`config.mk`:
```
export PLATFORM = sky130hd
export DESIGN_NAME = fault_irq_ctrl
export DESIGN_NICKNAME = d
export VERILOG_FILES = /design/src/rtl/fault_irq_pkg.sv /design/src/rtl/sticky_flag.sv /design/src/rtl/irq_mask_reg.sv /design/src/rtl/irq_merge.sv /design/src/rtl/fault_irq_ctrl.sv
export SDC_FILE = /design/constraint.sdc
export NUM_CORES = 1
export LEC_CHECK = 0
export CORE_UTILIZATION = 41
export CTS_BUF_LIST = sky130_fd_sc_hd__clkbuf_2
export CTS_CLUSTER_SIZE = 40
export DETAILED_ROUTE_END_ITERATION = 7
export GPL_TIMING_DRIVEN = 0
export PLACE_DENSITY = 0.86
export SYNTH_ARGS = -nofsm -noshare
export SYNTH_HDL_FRONTEND = slang
export SYNTH_SLANG_ARGS = --single-unit
export TNS_END_PERCENT = 50
```
`constraint.sdc`:
```
create_clock -name clk -period 1.7 [get_ports clk]
set_clock_uncertainty 0.1 [all_clocks]
set_input_delay 0.34 -clock clk [delete_from_list [all_inputs] [get_ports clk]]
set_output_delay 0.34 -clock clk [all_outputs]
set_load 0.01 [all_outputs]
```
`src/rtl/fault_irq_pkg.sv`:
```
package fault_irq_pkg;

    localparam int REG_W = 8;

    localparam int STAT_ADDR = 'h03;
    localparam int MASK_ADDR = 'h04;
    localparam int SYS_ADDR  = 'h05;

    // bit positions in the status register
    localparam int STAT_LOW_BIT  = 3;
    localparam int STAT_HIGH_BIT = 2;
    localparam int STAT_OC_BIT   = 1;

    // bit positions in the system status register
    localparam int SYS_DRV_BIT    = 1;
    localparam int SYS_BRIDGE_BIT = 0;

    // fault flag indices
    localparam int N_FLAGS    = 4;
    localparam int F_LOW      = 0;
    localparam int F_HIGH     = 1;
    localparam int F_DRV_OC   = 2;
    localparam int F_BRIDGE_OC = 3;

    // one bit per interrupt source; order matches mask bits 5..1
    typedef struct packed {
        logic lin;
        logic hot;
        logic low;
        logic high;
        logic oc;
    } src_t;

    localparam int N_SRC = $bits(src_t);

    function automatic logic [REG_W-1:0] mask_view(input src_t en);
        return {2'b00, en, 1'b0};
    endfunction

    function automatic logic [REG_W-1:0] stat_view(input logic [N_FLAGS-1:0] f);
        logic [REG_W-1:0] v;
        v = '0;
        v[STAT_LOW_BIT]  = f[F_LOW];
        v[STAT_HIGH_BIT] = f[F_HIGH];
        v[STAT_OC_BIT]   = f[F_DRV_OC] | f[F_BRIDGE_OC];
        return v;
    endfunction

    function automatic logic [REG_W-1:0] sys_view(input logic [N_FLAGS-1:0] f);
        logic [REG_W-1:0] v;
        v = '0;
        v[SYS_DRV_BIT]    = f[F_DRV_OC];
        v[SYS_BRIDGE_BIT] = f[F_BRIDGE_OC];
        return v;
    endfunction

endpackage

```
`src/rtl/sticky_flag.sv`:
```
module sticky_flag (
    input  logic clk,
    input  logic rst,
    input  logic cond,
    input  logic clr,
    output logic flag
);

    // set wins over clear, so a clear during a live fault is ignored
    always_ff @(posedge clk) begin
        if (rst)
            flag <= 1'b0;
        else if (cond)
            flag <= 1'b1;
        else if (clr)
            flag <= 1'b0;
    end

    p_set_on_cond_r2: assert property (@(posedge clk) disable iff (rst)
        cond |=> flag);

    p_hold_no_clear_r3: assert property (@(posedge clk) disable iff (rst)
        (flag && !clr) |=> flag);

    p_clear_blocked_r4: assert property (@(posedge clk) disable iff (rst)
        (cond && clr) |=> flag);

    p_clear_works_r3: assert property (@(posedge clk) disable iff (rst)
        (clr && !cond) |=> !flag);

    p_reset_r1: assert property (@(posedge clk)
        rst |=> !flag);

endmodule

```
`src/rtl/irq_mask_reg.sv`:
```
module irq_mask_reg
    import fault_irq_pkg::*;
(
    input  logic clk,
    input  logic rst,
    input  logic wr,
    input  src_t wr_val,
    output src_t en
);

    always_ff @(posedge clk) begin
        if (rst)
            en <= '0;
        else if (wr)
            en <= wr_val;
    end

    p_mask_stable_r7: assert property (@(posedge clk) disable iff (rst)
        !wr |=> $stable(en));

    p_mask_reset_r1: assert property (@(posedge clk)
        rst |=> (en == '0));

endmodule

```
`src/rtl/irq_merge.sv`:
```
module irq_merge
    import fault_irq_pkg::*;
(
    input  logic clk,
    input  logic rst,
    input  src_t active,
    input  src_t en,
    output logic irq
);

    src_t hit;

    always_comb hit = active & en;

    always_ff @(posedge clk) begin
        if (rst)
            irq <= 1'b0;
        else
            irq <= |hit;
    end

    p_no_enable_no_irq_r8: assert property (@(posedge clk) disable iff (rst)
        (en == '0) |=> !irq);

    p_enabled_low_raises_r8: assert property (@(posedge clk) disable iff (rst)
        (active.low && en.low) |=> irq);

    p_enabled_oc_raises_r8: assert property (@(posedge clk) disable iff (rst)
        (active.oc && en.oc) |=> irq);

    p_irq_reset_r1: assert property (@(posedge clk)
        rst |=> !irq);

endmodule

```
`src/rtl/fault_irq_ctrl.sv`:
```
module fault_irq_ctrl
    import fault_irq_pkg::*;
#(
    parameter int ADDR_W = 8
) (
    input  logic              clk,
    input  logic              rst,
    input  logic              low_volt_cond,
    input  logic              high_volt_cond,
    input  logic              drv_oc_cond,
    input  logic              bridge_oc_cond,
    input  logic              lin_flag_in,
    input  logic              hot_flag_in,
    input  logic [ADDR_W-1:0] reg_addr,
    input  logic [REG_W-1:0]  reg_wdata,
    input  logic              reg_we,
    input  logic              reg_re,
    output logic [REG_W-1:0]  reg_rdata,
    output logic              irq_req
);

    logic sel_stat, sel_mask, sel_sys;
    logic [N_FLAGS-1:0] cond_v;
    logic [N_FLAGS-1:0] clr_v;
    logic [N_FLAGS-1:0] flag_v;
    src_t mask_en;
    src_t mask_wr_val;
    src_t active;
    logic [REG_W-1:0] rd_mux;
    logic [1:0] unused_wdata_bits;

    assign unused_wdata_bits = reg_wdata[7:6];

    always_comb begin
        sel_stat = (reg_addr == ADDR_W'(STAT_ADDR));
        sel_mask = (reg_addr == ADDR_W'(MASK_ADDR));
        sel_sys  = (reg_addr == ADDR_W'(SYS_ADDR));
    end

    always_comb begin
        cond_v              = '0;
        cond_v[F_LOW]       = low_volt_cond;
        cond_v[F_HIGH]      = high_volt_cond;
        cond_v[F_DRV_OC]    = drv_oc_cond;
        cond_v[F_BRIDGE_OC] = bridge_oc_cond;

        clr_v               = '0;
        clr_v[F_LOW]        = reg_we & sel_stat & reg_wdata[STAT_LOW_BIT];
        clr_v[F_HIGH]       = reg_we & sel_stat & reg_wdata[STAT_HIGH_BIT];
        clr_v[F_DRV_OC]     = reg_we & sel_sys  & reg_wdata[SYS_DRV_BIT];
        clr_v[F_BRIDGE_OC]  = reg_we & sel_sys  & reg_wdata[SYS_BRIDGE_BIT];
    end

    for (genvar i = 0; i < N_FLAGS; i++) begin : g_flag
        sticky_flag u_flag (
            .clk  (clk),
            .rst  (rst),
            .cond (cond_v[i]),
            .clr  (clr_v[i]),
            .flag (flag_v[i])
        );
    end

    assign mask_wr_val = src_t'(reg_wdata[5:1]);

    irq_mask_reg u_mask (
        .clk    (clk),
        .rst    (rst),
        .wr     (reg_we & sel_mask),
        .wr_val (mask_wr_val),
        .en     (mask_en)
    );

    always_comb begin
        active.lin  = lin_flag_in;
        active.hot  = hot_flag_in;
        active.low  = flag_v[F_LOW];
        active.high = flag_v[F_HIGH];
        active.oc   = flag_v[F_DRV_OC] | flag_v[F_BRIDGE_OC];
    end

    irq_merge u_merge (
        .clk    (clk),
        .rst    (rst),
        .active (active),
        .en     (mask_en),
        .irq    (irq_req)
    );

    always_comb begin
        rd_mux = '0;
        if (sel_stat)
            rd_mux = stat_view(flag_v);
        else if (sel_mask)
            rd_mux = mask_view(mask_en);
        else if (sel_sys)
            rd_mux = sys_view(flag_v);
    end

    always_ff @(posedge clk) begin
        if (rst)
            reg_rdata <= '0;
        else if (reg_re)
            reg_rdata <= rd_mux;
        else
            reg_rdata <= '0;
    end

    p_rdata_idle_r9: assert property (@(posedge clk) disable iff (rst)
        !reg_re |=> (reg_rdata == '0));

    p_mask_reserved_r7: assert property (@(posedge clk) disable iff (rst)
        (reg_re && sel_mask) |=> (reg_rdata[7] == 1'b0 && reg_rdata[6] == 1'b0 && reg_rdata[0] == 1'b0));

    p_oc_summary_r5: assert property (@(posedge clk) disable iff (rst)
        (reg_re && sel_stat && (flag_v[F_DRV_OC] || flag_v[F_BRIDGE_OC])) |=> reg_rdata[STAT_OC_BIT]);

    p_rdata_reset_r1: assert property (@(posedge clk)
        rst |=> (reg_rdata == '0));

endmodule

```
==> impl_metrics.ini <==
[die]
ios = 35
core_area_um2 = 1727
rows = 15
die_area_um2 = 2003
die_h_um = 44.76
die_w_um = 44.76
start_util = 0.4341

[setup_path]
worstPathArrival_ns = 1.78
crit_type = input pin to flip-flop
setup.worst_path.end_class = flip-flop
cp.required_ns = 1.86
worstPathMaxFanout = 6
worstPathCellList = clkdlybuf4s50_1 -> nor4_4 -> buf_4 -> and3b_2 -> and4b_1
max_stage_delay_ns = 0.44
worst_setup_path_start_kind = input pin
cp_slowest_cell = clkdlybuf4s50_1

[clock_tree]
htreeDepth = 1
cts_buffers = 3
cts_hold_buf = 0
cts_root_buffer = clkbuf_2
cts_tree = yes
cts_num_sinks = 16
cts.clk_slew.worst_paths_ns = 0.15
cts_max_path_buffers = 2
clock_latency_ns = 0.30

[yosys]
synth_compound_area_frac = 0.1369
yosys.area_share.simple = 0.3005
synth_top_cell_area_share = 0.4274
ys_seq_elements = 16
yosys-top-cells-area = dfxtp_1, nand2b_1, mux2i_1
ys_warn_count = 0
syn_avg_cell_area_um2 = 10.41
synth_cells = 72
syn_area_um2 = 749.5
yosysSeqAreaShare = 0.4274
muxShareOfSynthArea = 0.08013
yosys.area_share.adder = 0
yosysUniqueCellTypes = 26
synth_xor_area_frac = 0
synth_area_leader_cell = dfxtp_1
synth_top_family_by_area = simple AND/OR/NAND/NOR gates

[job]
maxCapViolCount = 0

[grt]
grt_pass1_wl_um = 2394
grt_max_degree = 11
grt_antenna_before_repair = 0
grt_pass1_vias = 575
grt_usage = 0.1704
grt_overflow = 0

[routing]
wl_per_cell_um = 12.46
viasPerCell = 5.074
drtPass1Iterations = 4
drt-total-wl_um = 1695
drc_errors = 0
route.vias.total = 690
drt_iter0_drc = 14
antenna_left = 0

[pwr]
total_power_mw = 0.6764
p_per_area_nw_per_um2 = 592.1
power.leakage_nw = 0.4403
vdd_ir_drop_max_mv = 0.3806

[worst_hold_path]
hold_path.class = flip-flop to flip-flop

[run_status]
status = completed

[placement]
dp.cells = 128
io_buffers = 30
routabilityCongestion = 0.7453
dpl.hpwl_um = 1281

[sta]
period_needed_ns = 1.628
drv_slew = 0
timing.hold.ws_ns = 0.4057
setup_viol = 0
period_share = 0.9574
fmax_mhz = 614.4
rsz0062_at_grt = no
finalHoldViolations = 0

[cells_and_area]
stdcell_count = 136
layout_commonest_cell = clkdlybuf4s50_1
layout.nets = 138
antenna_cells = 0
mostFrequentLayoutCells = clkdlybuf4s50_1, dfxtp_1, nand2b_1
syn_to_final_growth_pct = 52.42
nFillCells = 145
drive_gt1_frac = 0.1532
[critical path, delay by kind of cell]
| family | cells | cell delay [ns] |
|---|---|---|
| buffers and inverters | 2 | 0.63 |
| AND/OR/NAND/NOR | 3 | 0.81 |
[cell usage after synthesis, drive strengths merged]
master,number
a31oi,1
dfxtp,16
and3,4
a41oi,2
a311oi,2
conb,1
o21ai,1
a22oi,4
nand3b,1
and4bb,2
nor4b,1
clkbuf,1
buf,3
nand2b,11
o21ba,2
and3b,3
nand2,1
o22ai,1
mux2i,6
inv,2
nor2,4
nand4,1
nor4,1
and4b,1
[per-layer routing]
| metal | vias to the layer above | share of wire | global-route usage |
|---|---|---|---|
| li1 | 339 | - | - |
| met1 | 314 | 0.44 | 0.1995 |
| met2 | 30 | 0.48 | 0.2824 |
| met3 | 7 | 0.042 | 0.03600 |
| met4 | 0 | 0.034 | 0.1091 |
| met5 | - | 0 | 0 |
[worst paths after layout]
path | start | endpoint | slack [ns] | cells after the start
max | reg_addr[6] | reg_rdata[1] | 0.07 | 5
max reg2reg | g_flag[2].u_flag.flag | reg_rdata[1] | 0.73 | 3
min reg2reg | g_flag[3].u_flag.flag | reg_rdata[0] | 0.41 | 1
min | g_flag[3].u_flag.flag | reg_rdata[0] | 0.41 | 1
[registers in the layout (all words and copies together) (netlist names)]
register / count
reg_rdata: 6
u_merge.irq: 1
g_flag.u_flag.flag: 4
u_mask.en: 5
[timing repair]
| action | in CTS | in global routing |
|---|---|---|
| hold endpoints to repair | 0 | 0 |
| buffers inserted | 0 | 4 |
| endpoints found under the setup margin | 0 | 5 |
| resized for setup | 0 | 1 |
[metrics by stage]
step / setup TNS (ns) / utilization / setup WS, ns / instance area, um2
CTS: 0 / 0.6391 / 0.01037 / 1104
finish: 0 / 0.6616 / 0.07249 / 1142
detailed placement: -2.757 / 0.6283 / -0.3139 / 1085
floorplan: 0 / - / 0.3184 / 753.2
global placement: -2.346 / 0.6283 / -0.2664 / 1085
global route: 0 / 0.6616 / 0.0009112 / 1142
[layout make-up]
cell class | instances | area, um2 | area share
repair buffers | 34 | 330.3 | 0.2892
plain buffers | 4 | 30.03 | 0.02629
inverters | 2 | 7.507 | 0.006572
clock buffers | 3 | 15.01 | 0.01314
clock inverters | 1 | 3.754 | 0.003286
flip-flops and latches | 16 | 320.3 | 0.2804
well taps | 25 | 31.28 | 0.02738
multi-input cells | 51 | 404.1 | 0.3538
[logic make-up after synthesis]
logic type             after synthesis
other                                1
AND/OR/NAND/NOR                     30
buffers and inverters                6
AO/OA/AOI/OAI                       13
flip-flops                          16
multiplexers                         6
[power by group]
part	internal [mW]	leakage, nW	switching (mW)	total [mW]
logic	0.0749	0.296	0.0396	0.115
registers	0.382	0.130	0.00514	0.387
clock network	0.0511	0.0140	0.123	0.174
No activity file was read; power rests on OpenSTA's default activity.
